File: src/rtl/io_trap_pkg.sv
package io_trap_pkg;
  localparam int NTRAP_D  = 4;
  localparam int ADDR_W_D = 14;
  localparam int BE_W_D   = 4;
  localparam int DATA_W_D = 32;
  localparam int REG_W    = 64;

  // record field positions read by software
  localparam int REC_ADDR_LSB = 2;
  localparam int REC_BE_LSB   = 16;
  localparam int REC_DIR_BIT  = 24;

  typedef enum logic [1:0] {
    SEL_STATUS = 2'd0,
    SEL_RECORD = 2'd1,
    SEL_WDATA  = 2'd2,
    SEL_NONE   = 2'd3
  } reg_sel_e;
endpackage

File: src/rtl/trap_matcher.sv
module trap_matcher #(
  parameter int ADDR_W = 14,
  parameter int BE_W   = 4
) (
  input  logic              enable,
  input  logic [ADDR_W-1:0] base,
  input  logic [ADDR_W-1:0] mask,
  input  logic [ADDR_W-1:0] addr,
  input  logic [BE_W-1:0]   be,
  output logic              hit
);
  logic [ADDR_W-1:0] diff;

  always_comb begin
    diff = (addr ^ base) & ~mask;
    hit  = enable && (diff == '0) && (be != '0);
  end
endmodule

File: src/rtl/trap_status.sv
module trap_status #(
  parameter int NTRAP = 4
) (
  input  logic             clk,
  input  logic             rst_n,
  input  logic [NTRAP-1:0] set_i,
  input  logic [NTRAP-1:0] clr_i,
  output logic [NTRAP-1:0] status_o
);
  logic [NTRAP-1:0] status_q, status_d;
  logic             upd_en;

  always_comb begin
    upd_en   = (set_i != '0) || (clr_i != '0);
    status_d = (status_q & ~clr_i) | set_i;   // set wins
  end

  always_ff @(posedge clk or negedge rst_n) begin
    if (!rst_n)      status_q <= '0;
    else if (upd_en) status_q <= status_d;
  end

  assign status_o = status_q;

  // a clear without a simultaneous set leaves the bit at zero
  a_r4_clear_takes: assert property (@(posedge clk) disable iff (!rst_n)
    ((clr_i & ~set_i) != '0) |=> ((status_q & $past(clr_i & ~set_i)) == '0));

  // every requested set is visible in the next clock
  a_r3_all_set: assert property (@(posedge clk) disable iff (!rst_n)
    (set_i != '0) |=> ((status_q & $past(set_i)) == $past(set_i)));
endmodule

File: src/rtl/trap_capture.sv
module trap_capture
  import io_trap_pkg::*;
#(
  parameter int ADDR_W = 14,
  parameter int BE_W   = 4,
  parameter int DATA_W = 32
) (
  input  logic              clk,
  input  logic              rst_n,
  input  logic              cap_en,
  input  logic              cap_read,
  input  logic [ADDR_W-1:0] cap_addr,
  input  logic [BE_W-1:0]   cap_be,
  input  logic [DATA_W-1:0] cap_wdata,
  output logic [REG_W-1:0]  rec_o,
  output logic [REG_W-1:0]  wdata_o
);
  logic              dir_q, dir_d;
  logic [ADDR_W-1:0] addr_q, addr_d;
  logic [BE_W-1:0]   be_q, be_d;
  logic [DATA_W-1:0] data_q, data_d;
  logic              data_en;

  always_comb begin
    dir_d   = cap_read;
    addr_d  = cap_addr;
    be_d    = cap_be;
    data_d  = cap_wdata;
    data_en = cap_en && !cap_read;
  end

  always_ff @(posedge clk or negedge rst_n) begin
    if (!rst_n) begin
      dir_q  <= 1'b0;
      addr_q <= '0;
      be_q   <= '0;
    end else if (cap_en) begin
      dir_q  <= dir_d;
      addr_q <= addr_d;
      be_q   <= be_d;
    end
  end

  always_ff @(posedge clk or negedge rst_n) begin
    if (!rst_n)       data_q <= '0;
    else if (data_en) data_q <= data_d;
  end

  always_comb begin
    rec_o = '0;
    rec_o[REC_DIR_BIT] = dir_q;
    rec_o[REC_BE_LSB +: BE_W] = be_q;
    rec_o[REC_ADDR_LSB +: ADDR_W] = addr_q;
    wdata_o = '0;
    wdata_o[DATA_W-1:0] = data_q;
  end

  // the record only moves on a trapped cycle
  a_r7_hold: assert property (@(posedge clk) disable iff (!rst_n)
    !cap_en |=> $stable(rec_o));

  // trapped write data lands in the data register
  a_r8_wdata: assert property (@(posedge clk) disable iff (!rst_n)
    (cap_en && !cap_read) |=> (wdata_o[DATA_W-1:0] == $past(cap_wdata)));

  // a trapped read leaves the data register alone
  a_r8_read_keeps: assert property (@(posedge clk) disable iff (!rst_n)
    (cap_en && cap_read) |=> $stable(wdata_o));
endmodule

File: src/rtl/trap_complete.sv
module trap_complete (
  input  logic clk,
  input  logic rst_n,
  input  logic cyc_valid,
  input  logic any_hit,
  output logic accept_o,
  output logic done_o,
  output logic pend_o
);
  logic pend_q, pend_d;

  always_comb begin
    accept_o = cyc_valid && any_hit && !pend_q;
    pend_d   = accept_o;
    done_o   = pend_q || (cyc_valid && !any_hit);
  end

  always_ff @(posedge clk or negedge rst_n) begin
    if (!rst_n) pend_q <= 1'b0;
    else        pend_q <= pend_d;
  end

  assign pend_o = pend_q;

  // a pending completion lasts one clock, and a held cycle is not accepted again
  a_r10_single_pend: assert property (@(posedge clk) disable iff (!rst_n)
    pend_q |=> !pend_q);

  // a trapped cycle is not completed in its first clock
  a_r6_no_early_done: assert property (@(posedge clk) disable iff (!rst_n)
    accept_o |-> !done_o);
endmodule

File: src/rtl/io_trap_capture.sv
module io_trap_capture
  import io_trap_pkg::*;
#(
  parameter int NTRAP  = NTRAP_D,
  parameter int ADDR_W = ADDR_W_D,
  parameter int BE_W   = BE_W_D,
  parameter int DATA_W = DATA_W_D
) (
  input  logic                    clk,
  input  logic                    rst_n,
  input  logic                    smi_en,
  input  logic [NTRAP-1:0]        trap_en,
  input  logic [NTRAP*ADDR_W-1:0] trap_base,
  input  logic [NTRAP*ADDR_W-1:0] trap_mask,
  input  logic                    cyc_valid,
  input  logic                    cyc_read,
  input  logic [ADDR_W-1:0]       cyc_addr,
  input  logic [BE_W-1:0]         cyc_be,
  input  logic [DATA_W-1:0]       cyc_wdata,
  output logic                    cyc_done,
  output logic                    trap_req,
  input  logic [1:0]              reg_sel,
  input  logic                    reg_wr,
  input  logic [NTRAP-1:0]        reg_wdata,
  output logic [REG_W-1:0]        reg_rdata
);
  logic [NTRAP-1:0] hit_vec, gated_hit, set_vec, clr_vec, status;
  logic             any_hit, accept, pend;
  logic [REG_W-1:0] rec, wdata;

  for (genvar i = 0; i < NTRAP; i++) begin : g_match
    trap_matcher #(.ADDR_W(ADDR_W), .BE_W(BE_W)) u_match (
      .enable (trap_en[i]),
      .base   (trap_base[i*ADDR_W +: ADDR_W]),
      .mask   (trap_mask[i*ADDR_W +: ADDR_W]),
      .addr   (cyc_addr),
      .be     (cyc_be),
      .hit    (hit_vec[i])
    );
  end

  always_comb begin
    gated_hit = smi_en ? hit_vec : '0;
    any_hit   = (gated_hit != '0);
    set_vec   = accept ? gated_hit : '0;
    clr_vec   = (reg_wr && reg_sel == SEL_STATUS) ? reg_wdata : '0;
  end

  trap_complete u_complete (
    .clk       (clk),
    .rst_n     (rst_n),
    .cyc_valid (cyc_valid),
    .any_hit   (any_hit),
    .accept_o  (accept),
    .done_o    (cyc_done),
    .pend_o    (pend)
  );

  trap_status #(.NTRAP(NTRAP)) u_status (
    .clk      (clk),
    .rst_n    (rst_n),
    .set_i    (set_vec),
    .clr_i    (clr_vec),
    .status_o (status)
  );

  trap_capture #(.ADDR_W(ADDR_W), .BE_W(BE_W), .DATA_W(DATA_W)) u_capture (
    .clk       (clk),
    .rst_n     (rst_n),
    .cap_en    (accept),
    .cap_read  (cyc_read),
    .cap_addr  (cyc_addr),
    .cap_be    (cyc_be),
    .cap_wdata (cyc_wdata),
    .rec_o     (rec),
    .wdata_o   (wdata)
  );

  assign trap_req = |status;

  always_comb begin
    unique case (reg_sel_e'(reg_sel))
      SEL_STATUS: reg_rdata = {{(REG_W-NTRAP){1'b0}}, status};
      SEL_RECORD: reg_rdata = rec;
      SEL_WDATA:  reg_rdata = wdata;
      default:    reg_rdata = '0;
    endcase
  end

  // the completion of a trapped cycle comes with the request already raised
  a_r6_status_first: assert property (@(posedge clk) disable iff (!rst_n)
    pend |-> (cyc_done && trap_req));

  // no new status bit while trap interrupts are disabled
  a_r2_smi_gate: assert property (@(posedge clk) disable iff (!rst_n)
    !smi_en |=> ((status & ~$past(status)) == '0));

  // the request drops only when the status bits are all clear
  a_r5_req_low: assert property (@(posedge clk) disable iff (!rst_n)
    !trap_req |-> (status == '0));
endmodule

File: config.mk
export PLATFORM = sky130hd
export DESIGN_NAME = io_trap_capture
export DESIGN_NICKNAME = d
export VERILOG_FILES = /design/src/rtl/io_trap_pkg.sv /design/src/rtl/trap_matcher.sv /design/src/rtl/trap_status.sv /design/src/rtl/trap_capture.sv /design/src/rtl/trap_complete.sv /design/src/rtl/io_trap_capture.sv
export SDC_FILE = /design/constraint.sdc
export NUM_CORES = 1
export LEC_CHECK = 0
export BUFFER_PORTS_ARGS = -buffer_cell sky130_fd_sc_hd__buf_2
export CAP_MARGIN = 10
export CORE_AREA = 2 2 109 111
export CTS_BUF_LIST = sky130_fd_sc_hd__clkbuf_16
export DETAILED_ROUTE_END_ITERATION = 10
export DIE_AREA = 0 0 111 113
export PLACE_DENSITY = 0.73
export SLEW_MARGIN = 10
export SYNTH_ARGS = -nofsm -noshare
export SYNTH_HDL_FRONTEND = slang
export SYNTH_HIERARCHICAL = 1
export SYNTH_SLANG_ARGS = --single-unit
export TNS_END_PERCENT = 1
File: constraint.sdc
create_clock -name clk -period 1.7 [get_ports clk]
set_clock_uncertainty 0.1 [all_clocks]
set_input_delay 0 -clock clk [delete_from_list [all_inputs] [get_ports clk]]
set_output_delay 0 -clock clk [all_outputs]
set_load 0.005 [all_outputs]
==> metrics.txt <==
status=finished, violations left; failing checks=setup timing; first-pass iteration count of the detailed router=4; Clock transition at path regs=approximately 0.07 ns; Fin. Hold Viols=0; Power Density=between 600 and 700 nW/µm²; post-route ant nets=0; Post-Place Setup Slack=-0.951 ns; Wirelength per Cell=about 17 µm; fin nets=847; top cell type's share of synthesized area=31.3%; Synth Instances=approximately 400; Syn Std Cell Area=around 4500 µm²; final wirelength=between 10 and 15 mm; die footprint=about 13000 µm²; share of cells above drive strength 1=47.5%; area post-placement=roughly 5500 µm²; utilization after layout=54.7%; Fmax=approximately 440 MHz; cell taking the most area after synthesis=dfrtp_1; synth warn=6; Pins Over Slew Limit=0; critical path data arrival time=2.35 ns; DR DRC count=0; VDD IR max=~0.4 mV; placed insts=between 700 and 800; via count=3808; Setup violations, final=57; top layer in use=met4; first-pass GRT wire length=between 20 and 25 mm; startpoint types=input port; Lkg Pwr=between 3 and 4 nW; routed length on met1=5.23 mm; Hold Path Class=input port to flip-flop; Max clock buf depth=2; sequential power share=a little over two fifths; vias per cell=between 4 and 5; switching share of total power=between 20% and 30%; Inserted Clock Buffers=5; Comb power frac=between 30% and 40%; detailed placement HPWL=approximately 11 mm; Worst Path Required=between 1.5 and 2 ns; clock latency at the later pin of the worst-skew pair=a little under 0.3 ns; clock root buffer=clkbuf_16; Fillers=between 900 and 1k; period utilisation layout=134%; number of global-route vias before repair=4031; Switching Power=between 1 and 1.5 mW; Synth Register Bits=between 50 and 60; routed wl met3=~810 µm; CTS sink count=56; area growth from synthesis to layout=37.6%; Clk pwr share=24.6%; H-tree levels=2; slew margin rel.=59.7%; non-filler cells, final=819; die span in x=111 µm; drt first-iter violations=130; grt total ovfl=0; Int Power=about 3 mW; GR Util All Layers=a little over a fifth; top cells by area, synth=dfrtp_1, buf_4, a22o_1; I/O pin total=around 240; Die H=about 110 µm; RSZ-0062 raised after global routing=true; register area=roughly 1400 µm²; Tmin final=between 2 and 2.5 ns; Worst setup EP type=flip-flop; post-route setup slack=-0.573 ns; Port Buffers=211; synth unique cells=27; Seq/Total Area, Yosys=31.3%; post-route cell area=a little over 6000 µm²; worst slew pin tran=slightly above 0.6 ns; starting density of the core=between 30% and 40%; GP Congestion=~0.93; initial antenna violation count=6; routed wl met2=7.28 mm; CTS tree=built; worst setup path category=input port to flip-flop; max_cap viols=0; area of the multi-input gates=2620 µm²; Crit Path Max Fanout=6; largest net degree at the start of global routing=57; Syn Area/Cell=~11 µm²; CORE AREA=about 11000 µm²; Site Rows=39
-- path summary, 6_finish.rpt --
path | startpoint | endpoint | slack, ns | cells past startpoint
max | cyc_addr[3] | u_capture/data_q[0]$_DFFE_PN0P_ | -0.57 | 12
min | reg_wdata[2] | u_status/status_o[2]$_DFFE_PN0P_ | 0.006 | 4
max reg2reg | u_complete/pend_o$_DFF_PN0_ | u_capture/data_q[0]$_DFFE_PN0P_ | 0.17 | 5
min reg2reg | u_capture/be_q[1]$_DFFE_PN0P_ | u_capture/be_q[1]$_DFFE_PN0P_ | 0.41 | 1
max in group asynchronous | rst_n | u_capture/addr_q[2]$_DFFE_PN0P_ | 1.10 | 3
min in group asynchronous | rst_n | u_status/status_o[0]$_DFFE_PN0P_ | 0.14 | 3
-- final cells by class --
cell class              count  share of cell area (%)
multi-input cells         317                    42.4
repair buffers            284                    29.0
flip-flops and latches     56                    22.7
well taps                 143                    2.90
clock buffers               5                    2.03
clock inverters             3                   0.345
inverters                   5                   0.304
diodes                      6                   0.243
-- cells in the mapped netlist (all sizes together) --
cell type,number
nor4,4
xnor2,56
mux2i,4
or4,9
o211ai,4
o22ai,20
inv,5
a21o,5
nor3b,1
a22o,60
and3,4
o2bb2ai,4
mux2,51
nand2,1
and2,4
o41a,1
buf,99
o21ai,4
nor2b,3
dfrtp,56
nor2,1
conb,1
o22a,4
-- repair_timing --
item	4_1_cts	5_1_grt
setup endpoints to repair	57	57
pin swaps	2	1
gates cloned	0	2
endpoints found under the hold margin	94	0
setup buffers	0	2
resized for setup	12	4
hold buffers	39	0
-- state kept, by name, summed over array words and instances, names as in the netlist --
signal,cells
u_status/status_o,4
u_capture/addr_q,14
u_capture/dir_q,1
u_capture/be_q,4
u_capture/data_q,32
u_complete/pend_o,1
-- through the flow --
step	hold WS (ns)	TNS (ns)	power [mW]
2_1_floorplan	-0.396	-26.89	2.65
3_5_place_dp	-0.0807	-49.68	3.07
3_3_place_gp	-0.0829	-45.91	3.03
5_1_grt	0.0152	-37.37	4.42
6_report	0.00633	-28.36	4.19
4_1_cts	0.00226	-27.31	4.21
-- metal layers --
layer,vias up,global-route usage (%)
li1,1857,-
met1,1761,23.9
met2,160,39.1
met3,30,4.71
met4,0,11.1
met5,-,0
-- layout by cell type (no fill, tap or decap) --
| cell | count |
|---|---|
| a21o_1 | 5 |
| a22o_1 | 60 |
| and2_1 | 4 |
| and3_1 | 4 |
| buf_12 | 4 |
| buf_2 | 207 |
| buf_4 | 29 |
| buf_6 | 3 |
| clkbuf_16 | 6 |
| clkbuf_4 | 1 |
| clkinv_2 | 1 |
| clkinvlp_4 | 1 |
| conb_1 | 77 |
| dfrtp_1 | 56 |
| diode_2 | 6 |
| dlygate4sd3_1 | 39 |
| inv_1 | 5 |
| inv_6 | 1 |
| mux2_2 | 21 |
| mux2_4 | 30 |
| mux2i_1 | 4 |
| nand2_1 | 1 |
| nor2_2 | 1 |
| nor2b_4 | 3 |
| nor3b_1 | 1 |
| nor4_4 | 4 |
| o211ai_1 | 4 |
| o21ai_0 | 4 |
| o22a_1 | 4 |
| o22ai_1 | 20 |
| o2bb2ai_1 | 4 |
| o41a_1 | 1 |
| or4_1 | 5 |
| or4_4 | 4 |
| xnor2_1 | 54 |
| xnor2_2 | 2 |
-- worst max-delay path, cell delays in order --
cell and delay [ns]:
buf_4 0.15, xnor2_1 0.15, o22ai_1 0.12, or4_4 0.55, nor4_4 0.16, o41a_1 0.24, nand2_1 0.09, nor2_2 0.12
nor2b_4 0.19, buf_12 0.12, buf_6 0.13, mux2_2 0.33
-- logic make-up after synthesis --
logic type | count (synthesis) | synth area share (%)
other | 1 | 0.0837
DFF | 56 | 31.3
xor gates and xnor gates | 56 | 10.9
buffers and inverters | 104 | 18.5
and+or+nand+nor | 27 | 4.66
muxes | 55 | 16.2
AOI/OAI and AO/OA | 102 | 18.3
-- power groups by stage --
| stage | logic (mW) | registers, mW | clock network (mW) |
|---|---|---|---|
| 5_1_grt | 1.49 | 1.82 | 1.12 |
| 3_3_place_gp | 1.24 | 1.79 | 0 |
| 4_1_cts | 1.37 | 1.78 | 1.06 |
| 3_5_place_dp | 1.28 | 1.80 | 0 |
| 2_1_floorplan | 0.906 | 1.74 | 0 |
| 6_report | 1.38 | 1.78 | 1.03 |
Power figures use the tool's default switching activity.
